==> src/rtl/rns_asc_unit.sv <==
module rns_asc_unit (
  input  logic       clk,
  input  logic       rst,
  input  logic [1:0] op,
  input  logic [4:0] a_m31,
  input  logic [3:0] a_m15,
  input  logic       a_m2,
  input  logic [4:0] b_m31,
  input  logic [3:0] b_m15,
  input  logic       b_m2,
  output logic [4:0] sum_m31,
  output logic [3:0] sum_m15,
  output logic       sum_m2,
  output logic [1:0] cmp_code,
  output logic       zero_flag,
  output logic       neg_flag,
  output logic       ovf_flag
);
  localparam logic [1:0] OP_ADD = 2'b00;
  localparam logic [1:0] OP_SUB = 2'b01;
  localparam logic [1:0] OP_CMP = 2'b10;
  localparam logic [9:0] HALF   = 10'd465;

  // CRT weights for 31,15,2 with M = 930
  function automatic logic [9:0] to_pos(input logic [4:0] r31, input logic [3:0] r15, input logic r2);
    logic [15:0] s;
    s = 16'(r31) * 16'd900 + 16'(r15) * 16'd496 + (r2 ? 16'd465 : 16'd0);
    return 10'(s % 16'd930);
  endfunction

  logic [5:0] t31;
  logic [4:0] t15;
  logic [4:0] n31;
  logic [3:0] n15;
  logic       n2;
  logic       is_sub;

  assign is_sub = (op == OP_SUB);

  always_comb begin
    t31 = is_sub ? 6'(a_m31) + 6'd31 - 6'(b_m31) : 6'(a_m31) + 6'(b_m31);
    t15 = is_sub ? 5'(a_m15) + 5'd15 - 5'(b_m15) : 5'(a_m15) + 5'(b_m15);
    n31 = (t31 >= 6'd31) ? 5'(t31 - 6'd31) : t31[4:0];
    n15 = (t15 >= 5'd15) ? 4'(t15 - 5'd15) : t15[3:0];
  end
  assign n2 = a_m2 ^ b_m2;

  logic [9:0] xa, xb, xn;
  logic       sa, sb, sn, ovf_n, zero_n;
  logic [1:0] cmp_n;

  assign xa = to_pos(a_m31, a_m15, a_m2);
  assign xb = to_pos(b_m31, b_m15, b_m2);
  assign xn = to_pos(n31, n15, n2);
  assign sa = (xa >= HALF);
  assign sb = (xb >= HALF);
  assign sn = (xn >= HALF);
  assign zero_n = (n31 == 5'd0) && (n15 == 4'd0) && !n2;
  assign ovf_n  = is_sub ? (sa != sb) && (sn != sa) : (sa == sb) && (sn != sa);

  always_comb begin
    if (xa == xb)     cmp_n = 2'b00;
    else if (sa != sb) cmp_n = sb ? 2'b01 : 2'b10;
    else              cmp_n = (xa > xb) ? 2'b01 : 2'b10;
  end

  always_ff @(posedge clk) begin
    if (rst) begin
      sum_m31   <= '0;
      sum_m15   <= '0;
      sum_m2    <= 1'b0;
      cmp_code  <= 2'b00;
      zero_flag <= 1'b0;
      neg_flag  <= 1'b0;
      ovf_flag  <= 1'b0;
    end else if (op == OP_ADD || op == OP_SUB) begin
      sum_m31   <= n31;
      sum_m15   <= n15;
      sum_m2    <= n2;
      zero_flag <= zero_n;
      neg_flag  <= sn;
      ovf_flag  <= ovf_n;
    end else if (op == OP_CMP) begin
      cmp_code  <= cmp_n;
    end
  end

  assert_reset_R10: assert property (@(posedge clk)
    rst |=> (sum_m31 == 5'd0 && sum_m15 == 4'd0 && !sum_m2 && cmp_code == 2'b00 &&
             !zero_flag && !neg_flag && !ovf_flag));

  assert_canonical_R1: assert property (@(posedge clk) disable iff (rst)
    (op[1] == 1'b0 && a_m31 < 5'd31 && b_m31 < 5'd31 && a_m15 < 4'd15 && b_m15 < 4'd15)
      |=> (sum_m31 < 5'd31 && sum_m15 < 4'd15));

  assert_zero_not_neg_R5: assert property (@(posedge clk) disable iff (rst)
    zero_flag |-> (!neg_flag && sum_m31 == 5'd0 && sum_m15 == 4'd0 && !sum_m2));

  assert_cmp_keeps_result_R7: assert property (@(posedge clk) disable iff (rst)
    (op == OP_CMP) |=> ($stable({sum_m31, sum_m15, sum_m2}) && $stable({zero_flag, neg_flag, ovf_flag})));

  assert_arith_keeps_cmp_R8: assert property (@(posedge clk) disable iff (rst)
    (op[1] == 1'b0) |=> $stable(cmp_code));

  assert_hold_all_R8: assert property (@(posedge clk) disable iff (rst)
    (op == 2'b11) |=> ($stable({sum_m31, sum_m15, sum_m2, cmp_code}) && $stable({zero_flag, neg_flag, ovf_flag})));

  assert_cmp_code_R8: assert property (@(posedge clk) disable iff (rst)
    cmp_code != 2'b11);
endmodule

==> config.mk <==
export PLATFORM = sky130hd
export DESIGN_NAME = rns_asc_unit
export DESIGN_NICKNAME = d
export VERILOG_FILES = /design/src/rtl/rns_asc_unit.sv
export SDC_FILE = /design/constraint.sdc
export NUM_CORES = 1
export LEC_CHECK = 0
export BUFFER_PORTS_ARGS = -buffer_cell sky130_fd_sc_hd__buf_4
export CAP_MARGIN = 25
export CORE_UTILIZATION = 60
export CTS_CLUSTER_SIZE = 40
export DETAILED_ROUTE_END_ITERATION = 16
export HOLD_SLACK_MARGIN = 0.1
export PLACE_DENSITY = 0.77
export SETUP_SLACK_MARGIN = 0.4
export SLEW_MARGIN = 20
export SYNTH_ARGS = -nofsm -noshare
export SYNTH_HDL_FRONTEND = slang
export SYNTH_SLANG_ARGS = --single-unit
==> constraint.sdc <==
create_clock -name clk -period 15.8 [get_ports clk]
set_input_delay 0.79 -clock clk [delete_from_list [all_inputs] [get_ports clk]]
set_output_delay 0.79 -clock clk [all_outputs]
set_load 0.005 [all_outputs]
Word level (Yosys, flattened, before mapping):

Index checks and enable logic that the tools add are counted.
Widths: inputs -> output; s select.

* flip-flop bits (word level): 15
* input port bits: 24
* output and inout port bits: 15
* logic and storage cells: 66

* add/subtract/negate cells: 14
* $mul: 6
* div/mod/pow operators: 3
* order comparisons: 6
* equality and inequality tests: 6
* mux-type cells: 12
* bitwise gates (word level): 2
* reduce and logical (&&, ||, !) cells: 10

Operators by type and width (number)
* $add 15x13->16: 3
* $add 16x9->16: 3
* $mod 16x10->16 const B: 3
* $mul 5x8->13 const B: 3
* $ge 10x9->1 const B: 3
* $mul 4x5->9 const B: 3
* $mux 9: 3
* $eq 10x10->1: 1
* $gt 10x10->1: 1
* $mux 5: 2
* $mux 2: 4
* $add 5x5->6: 1
* $add 5x5->6 const B: 1
* $ge 6x5->1 const B: 1
* $mux 6: 1
* $sub 6x5->6: 1
* $add 4x4->5: 1
* $add 4x4->5 const B: 1
* $ge 5x4->1 const B: 1
* $logic_not 5->1: 1
* $sub 5x4->5: 1
* $sub 5x5->5 const B: 1
* $logic_and 1x1->1: 4
* $logic_not 4->1: 1
* 13 further kinds: 14

Depth between registers and ports, before layout:

Gate-level depths: netlist (run 1).

* depth in word-level cells: 13
* depth in mapped cells: 57
* depth with buffers taken out: 54

Worst setup path after synthesis (run 1):

Ideal clock, no wire load.

* path type: in2reg
* start point: input port b_m15[0]
* end point: register ovf_flag
* library setup time: 0.122 ns
* arrival time: 12.361 ns
* data required time: 15.678 ns
* setup slack: 3.317 ns
* stages: 48
* buffers on the path: 1
* cell sequence: inv_1 -> ha_1 -> inv_1 -> fa_1 -> o21ai_0 -> ha_1 -> inv_1 -> a21oi_1 -> a21oi_1 -> nor2_1 -> xnor2_1 -> ha_1 -> ha_1 -> fa_1 -> inv_1 -> fa_1 -> fa_1 -> inv_1 -> [... 12 more ...] -> o31ai_1 -> nand3_1 -> xor2_1 -> o21ai_1 -> a21boi_1 -> xnor2_1 -> inv_1 -> ha_1 -> nand2_1 -> and3_1 -> o31ai_2 -> buf_2 -> mux2i_1 -> o32ai_1 -> a2111o_1 -> o311ai_1 -> nor3_1 -> o311a_1

* word-level cells in the longest chain between the ends: 12
* elaborated cells on any way between the ends: 22
* classes of those cells: 7 x add/sub; 2 x mul; 2 x div; 3 x order compare; 3 x eq/ne; 3 x mux; 2 x reduce/logical

RTL lines
* from (decl): RTL line 9 `input logic [3:0] b_m15,`
* $sub 5x4->5 / $add 4x4->5 (equally long branches): RTL line 42 `t15 = is_sub ? 5'(a_m15) + 5'd15 - 5'(b_m15) : 5'(a_m15) + 5'(b_m15);`
* $mux 5 *: RTL line 42
* $sub 4x4->4 / $ge 5x4->1 (equally long branches): RTL line 44 `n15 = (t15 >= 5'd15) ? 4'(t15 - 5'd15) : t15[3:0];`
* $mux 4 *: RTL line 44
* net n15[2]: RTL line 34 `logic [3:0] n15;`
* $mul 4x5->9 *: RTL line 27 `s = 16'(r31) * 16'd900 + 16'(r15) * 16'd496 + (r2 ? 16'd465 : 16'd0);`
* $add 15x13->16 *: RTL line 27
* $add 16x9->16 *: RTL line 27
* $mod 16x10->16 *: RTL line 28 `return 10'(s % 16'd930);`
* $ge 10x9->1 *: RTL line 57 `assign sn = (xn >= HALF);`
* $ne 1x1->1 *: RTL line 59 `assign ovf_n = is_sub ? (sa != sb) && (sn != sa) : (sa == sb) && (sn != sa);`
* $logic_and 1x1->1: RTL line 59
* $mux 1 *: RTL line 59
* to (signal assigned): RTL line 82 `ovf_flag <= ovf_n;`
* to (decl): RTL line 17 `output logic ovf_flag`

The timed path passes the listed nets; every way through them passes the cells marked *.
A chain may end at the register's enable or synchronous reset.

Final worst setup path (run 1):

* start point: input port b_m15[1]
* end point: register cmp_code[1]

* word-level cells in the longest chain between the ends: 8
* elaborated cells on any way between the ends: 12
* classes of those cells: 2 x add/sub; 1 x mul; 1 x div; 2 x order compare; 2 x eq/ne; 4 x mux

RTL lines
* $mul 4x5->9 *: RTL line 27
* $add 15x13->16 *: RTL line 27
* $add 16x9->16 *: RTL line 27
* $mod 16x10->16 *: RTL line 28
* $gt 10x10->1 / $ge 10x9->1 (equally long branches): RTL line 64, 56
* $mux 2, or another cell as far along: RTL line 64 `else cmp_n = (xa > xb) ? 2'b01 : 2'b10;`
* $mux 2: RTL line 63 `else if (sa != sb) cmp_n = sb ? 2'b01 : 2'b10;`
* $mux 2 *: RTL line 62 `if (xa == xb) cmp_n = 2'b00;`
* to (signal assigned): RTL line 84 `cmp_code <= cmp_n;`
* to (decl): RTL line 14 `output logic [1:0] cmp_code,`

Every way passes the cells marked *; elsewhere a longest branch is shown, timed or not.

==> results of run 1 <==
==> logic make-up after synthesis <==
kind of cell             after synthesis  share of synthesized area
flip-flops                            15                     0.0210
multiplexers                          49                     0.0363
AO/OA/AOI/OAI                        697                      0.357
AND/OR/NAND/NOR                      644                      0.228
buffers and inverters                185                     0.0503
XOR/XNOR                             137                     0.0849
adder cells (fa/ha/maj)              228                      0.222
==> final cells by class <==
class	count	share of cell area
multi-input combinational	1755	0.891
inverter	134	0.0337
tap	319	0.0267
timing repair buffer	46	0.0231
sequential	15	0.0201
clock buffer	3	0.00502
clock inverter	1	0.000502
==> state kept, by name, indices dropped and copies added (netlist names) <==
signal,cells
cmp_code,2
neg_flag,1
ovf_flag,1
sum_m15,4
sum_m2,1
sum_m31,5
zero_flag,1
==> placed cells by master, fill, tap and decap left out, types with 11 or more instances in the layout <==
master and instances:
a21oi_1 139, nand4_1 27, fa_1 44, o21a_1 27, o21ai_1 11, xnor2_1 88, a211o_1 15, xor2_1 47
or2_2 15, o21ai_0 104, a211oi_1 31, and2_1 23, dfxtp_1 15, buf_4 46, nor3_1 55, o211a_1 13
nor4_1 22, nand2_1 131, inv_1 134, or4_1 12, mux2_2 14, mux2i_1 31, nor2b_1 18, ha_1 184
and3_1 24, nand3_1 62, nor2_1 168, o211ai_1 47, a21o_1 39, nand2b_1 27, a31oi_1 31, or3_1 18
o31ai_1 19
==> per-stage QoR <==
| stage | std cells | utilization | instance area, um2 | setup slack, ns |
|---|---|---|---|---|
| floorplan | 1955 | - | 14300 | 3.32 |
| global placement | 2266 | 0.633 | 14800 | 1.43 |
| detailed placement | 2266 | 0.633 | 14800 | 1.08 |
| CTS | 2270 | 0.637 | 14900 | 1.33 |
| global route | 2273 | 0.638 | 14900 | 0.438 |
| finish | 2273 | 0.638 | 14900 | 1.57 |
==> layer usage <==
metal  vias up  part of all wire  wire length, um  track usage
met4         0             0.020              809       0.0719
met5         -                 0                0            0
met3        82             0.059             2360       0.0271
met1      7213              0.46            18600        0.445
li1       7439                 -                -            -
met2       605              0.46            18500        0.545
==> worst max-delay path, delay by kind of cell <==
family | cells | cell delay, ns
mux | 1 | 0.35
xor+xnor | 2 | 0.45
fa+ha+maj | 8 | 3.05
compound gates | 29 | 7.31
buf+inv | 5 | 0.45
simple gates | 8 | 1.95
==> worst max-delay path by stage <==
stage	from	endpoint	slack (ns)
after floorplan	b_m15[0]	ovf_flag	3.32
after global placement	b_m15[0]	ovf_flag	1.43
after detailed placement	b_m15[0]	ovf_flag	1.08
after CTS	b_m15[0]	ovf_flag	1.33
after global routing	b_m15[0]	ovf_flag	0.44
final	b_m15[1]	cmp_code[1]	1.57
==> impl_metrics.json, run 1 <==
{
  "status": "finished clean",
  "r2r_start": "ovf_flag",
  "yosys_warnings": 0,
  "num_vias": 15300,
  "hp-start": "sum_m31[0]",
  "gr-total-overflow": 0,
  "die_w_um": 156,
  "r2r_cells": 2,
  "clock_skew_ns": 0,
  "cts_sinks": 15,
  "htree_levels": 1,
  "hold_viol_final": 0,
  "fp.dieArea_um2": 24500,
  "syn_area_um2": 14300,
  "cp.arrival_ns": 14.37,
  "synth_edf_count": 0,
  "start_util": 0.612,
  "core_area_um2": 23400,
  "antenna_found_initial": 0,
  "maxSlewHeadroom": 0.345,
  "synth.top_cell.area_share": 0.161,
  "cap_violations": 0,
  "drt_iter0_drc": 1367,
  "die_h_um": 156,
  "timing.final.crit_share": 0.901,
  "ys_async_sr_fraction": 0,
  "cts-root-buf": "clkbuf_16",
  "path_clk_slew_ns": 0.06,
  "seq_area_frac_synth": 0.0210,
  "finalCriticalPeriod_ns": 14.23,
  "ys_types": 114,
  "cts_tree": "yes",
  "rsz0062_at_grt": "no",
  "ys.flop_type": "dfxtp_1",
  "grt_use_total": 0.323,
  "rows": 56,
  "critPathKind": "input pin to flop",
  "r2r_setup_slack_ns": 15.09,
  "grt_pass1_wl_mm": 66.9,
  "antenna_left": 0,
  "cts_setup_buffers": 0,
  "multi_input_area_um2": 13300,
  "cp_slowest_cell": "a2111oi_0",
  "drive_gt1_frac": 0.0798,
  "drtPass1Iterations": 6,
  "avgViaCountPerCell": 6.75,
  "crit_path_start_kind": "input pin",
  "clk_latency_ns": 0.26,
  "synthTopCellsByCount": "ha_1 (184), nor2_1 (168), a21oi_1 (140)",
  "ctsHoldBuffers": 0,
  "place.gp.congestion": 0.987,
  "fmax_mhz": 70.3,
  "io_buffers": 38,
  "tightest_slew_ns": 0.974,
  "syn_nets": 2207,
  "setup_viol": 0,
  "fin_setup_tns_ns": 0,
  "yosys.area.top_type": "ha_1",
  "synth.area.top_cells": "ha_1 (16%), fa_1 (6.2%), xnor2_1 (5.4%), a21oi_1 (4.9%), nor2_1 (4.4%)",
  "r2r-end": "ovf_flag",
  "nets": 2207,
  "cts_resized": 0,
  "end_kind": "flop",
  "syn_avg_cell_area_um2": 7.32,
  "diodes": 0,
  "grt_max_degree": 24,
  "postRouteWirelength_mm": 40.3,
  "holdWs_ns": 0.502,
  "holdPathStages": 2,
  "cp_common_cell": "a21oi_1",
  "drc": 0,
  "slew_violations": 0,
  "hold_path.class": "flop to flop",
  "routedWlPerCell_um": 17.7,
  "hold_end": "sum_m31[0]",
  "yosysMostFrequentCell": "ha_1",
  "seqCellArea_um2": 300,
  "area_delta_synth_final_pct": 4.39,
  "n_fill_cell": 2177,
  "hpwlAfterDp_mm": 32.3,
  "required_ns": 15.94,
  "cts_buffer_depth": 2,
  "grt_pass1_vias": 13900,
  "synth-seq-cells": 15,
  "cpPeakStageDelay_ns": 0.72,
  "crit_path_max_fanout": 13,
  "cts_made_buffers": 3,
  "io_pins": 39,
  "synthCells": 1955
}
Power of run 1 is left out: the tool's default activity adds up to more than one toggle a clock period on the data nets, which glitch-free logic cannot reach.
==> run 2, diff against run 1 <==
--- a/config.mk
+++ b/config.mk
@@ -5,13 +5,13 @@
 export SDC_FILE = /design/constraint.sdc
 export NUM_CORES = 1
 export LEC_CHECK = 0
+export ABC_AREA = 1
 export BUFFER_PORTS_ARGS = -buffer_cell sky130_fd_sc_hd__buf_4
 export CAP_MARGIN = 25
-export CORE_UTILIZATION = 60
+export CORE_UTILIZATION = 40
 export CTS_CLUSTER_SIZE = 40
 export DETAILED_ROUTE_END_ITERATION = 16
 export HOLD_SLACK_MARGIN = 0.1
-export PLACE_DENSITY = 0.77
 export SETUP_SLACK_MARGIN = 0.4
 export SLEW_MARGIN = 20
 export SYNTH_ARGS = -nofsm -noshare
==> run 2 against run 1 <==
- critical path depth is 17 higher
- fmax grew 16%
- register-to-register slack lost 0.04 ns
==> impl_metrics.json, run 2 <==
{
  "postRouteWirelength_mm": 33.9,
  "maxSlewHeadroom": 0.478,
  "largest_register": "sum_m31",
  "hold_end": "cmp_code[1]",
  "setup_slack_ns": 3.56,
  "cpPeakStageDelay_ns": 0.61,
  "required_ns": 15.99,
  "clock_skew_ns": 0,
  "setup_viol": 0,
  "grt_pass1_vias": 13100,
  "area_delta_synth_final_pct": 5.99,
  "drive_gt1_frac": 0.141,
  "status": "finished clean",
  "grt_use_total": 0.193,
  "timing.final.crit_share": 0.775,
  "place_inst": 2785,
  "grt_pass1_wl_mm": 59.4,
  "synth-seq-cells": 15,
  "tightest_slew_ns": 0.778,
  "die_w_um": 188,
  "dpl_cell_area_um2": 14600,
  "ys.flop_type": "dfxtp_1",
  "syn_area_um2": 13800,
  "antenna_left": 0,
  "final_cell_mix": "nand2_1 (747), inv_1 (298), nand3_1 (223)",
  "end_kind": "flop",
  "cts_buffer_depth": 2,
  "seq_area_frac_synth": 0.0217,
  "hold_path.class": "flop to flop",
  "cp.arrival_ns": 12.42,
  "fin_setup_tns_ns": 0,
  "drtPass1Iterations": 5,
  "synth.area.top_cells": "nand2_1 (20%), ha_1 (17%), inv_1 (8.1%), nand3_1 (8.1%), fa_1 (6.4%)",
  "ys_types": 53,
  "num_vias": 13900,
  "diodes": 0,
  "largest_reg_flops": 5,
  "largest_registers": "sum_m31 (5), sum_m15 (4), cmp_code (2)",
  "hp-start": "cmp_code[1]",
  "cap_violations": 0,
  "cts_setup_buffers": 0,
  "routedWlPerCell_um": 12.1,
  "ctsHoldBuffers": 0,
  "yosys.area.top_type": "nand2_1",
  "gr-total-overflow": 0,
  "yosysMostFrequentCell": "nand2_1",
  "syn_avg_cell_area_um2": 5.98,
  "cts-root-buf": "clkbuf_16",
  "io_pins": 39,
  "cp_top_family": "simple AND/OR/NAND/NOR gates",
  "synthTopCellsByCount": "nand2_1 (747), inv_1 (298), nand3_1 (223)",
  "fin_cells": 2789,
  "critPathKind": "input pin to flop",
  "cts_resized": 0,
  "io_buffers": 38,
  "hpwlAfterDp_mm": 29.4,
  "synth_top_family_by_area": "simple AND/OR/NAND/NOR gates",
  "synth_edf_count": 0,
  "die_h_um": 188,
  "r2r_setup_slack_ns": 15.05,
  "cts_tree": "yes",
  "cts_made_buffers": 3,
  "synth_xor_xnor_area_share": 0.0785,
  "fp.dieArea_um2": 35300,
  "place.gp.congestion": 0.909,
  "nets": 2594,
  "grt_max_degree": 23,
  "finalCriticalPeriod_ns": 12.24,
  "syn_nets": 2561,
  "n_fill_cell": 3629,
  "rsz0062_at_grt": "no",
  "synthAdderAreaFrac": 0.231,
  "drt_iter0_drc": 613,
  "path_clk_slew_ns": 0.05,
  "antenna_found_initial": 0,
  "cp_slowest_cell": "xnor2_1",
  "synth_simple_gate_area_share": 0.477,
  "final_common_cell": "nand2_1",
  "crit_path_start_kind": "input pin",
  "hold_viol_final": 0,
  "r2r_start": "sum_m31[2]",
  "drc": 0,
  "r2r-end": "sum_m31[2]",
  "crit_buf_inv": 9,
  "slew_violations": 0,
  "yosys_warnings": 0,
  "htree_levels": 1,
  "crit_path_start": "b_m31[0]",
  "r2r_cells": 2,
  "dp_slack_ns": 3.33,
  "cts_sinks": 15,
  "ys_async_sr_fraction": 0,
  "avgViaCountPerCell": 4.99,
  "cp_common_cell": "nand2_1",
  "synth.top_cell.area_share": 0.203,
  "start_util": 0.409,
  "holdPathStages": 2,
  "synthCells": 2309,
  "clk_latency_ns": 0.25,
  "crit_path_max_fanout": 13,
  "design_area_um2": 14600,
  "synth_compound_area_frac": 0.0839,
  "synth_mux_area_frac": 0,
  "rows": 67,
  "core_area_um2": 33800,
  "fmax_mhz": 81.7
}
[run 2: changes by cell type after synthesis, sizes merged, moves of 28 or more]
cell / change
a21o: -34
a211oi: -31
a21oi: -57
o21ai: -52
inv: +225
nor3: -57
xnor2: -50
nand3: +187
mux2i: -32
clkbuf: -34
nand2: +755
xor2: +29
o211ai: -36
nand2b: -28
[run 2: layout make-up]
class | count | area, um2 | area share
Clock inverter | 1 | 5.00 | 0.000342
Inverter | 363 | 1370 | 0.0935
Timing Repair Buffer | 42 | 315 | 0.0215
Sequential cell | 15 | 300 | 0.0205
Tap cell | 448 | 561 | 0.0383
Multi-Input combinational cell | 1917 | 12000 | 0.821
Clock buffer | 3 | 75.1 | 0.00513
[run 2: worst max-delay path by stage]
stage          slack (ns)  cells after the start       end
2_1_floorplan        5.06                     73  ovf_flag
3_3_place_gp         3.62                     70  ovf_flag
3_5_place_dp         3.33                     68  ovf_flag
4_1_cts              3.58                     68  ovf_flag
5_1_grt              2.22                     78  ovf_flag
6_report             3.56                     70  ovf_flag
[run 2: tightest hold or removal path, delay by kind of cell, from the launching register on]
family / cells / cell delay, ns
AND/OR/NAND/NOR: 1 / 0.06
flip-flops: 1 / 0.31
AO/OA/AOI/OAI: 1 / 0.05
[run 2: routing by layer]
metal / part of all wire / GRT usage
met5: 0 / 0
met4: 0.0079 / 0.0200
met3: 0.028 / 0.00805
met2: 0.47 / 0.340
met1: 0.50 / 0.267
[run 2: cell families after synthesis]
kind of cell / count (synthesis)
compound gates: 195
xor+xnor: 116
fa+ha+maj: 228
buf+inv: 377
flops: 15
simple gates: 1378
[run 2: through the flow]
step | hold slack [ns] | utilization
after CTS | 0.466 | 0.433
after global routing | 0.506 | 0.433
after detailed placement | 0.457 | 0.431
final | 0.466 | 0.433
after global placement | 0.456 | 0.431
after floorplan | 0.447 | -
Power of run 2 is left out for the same reason.
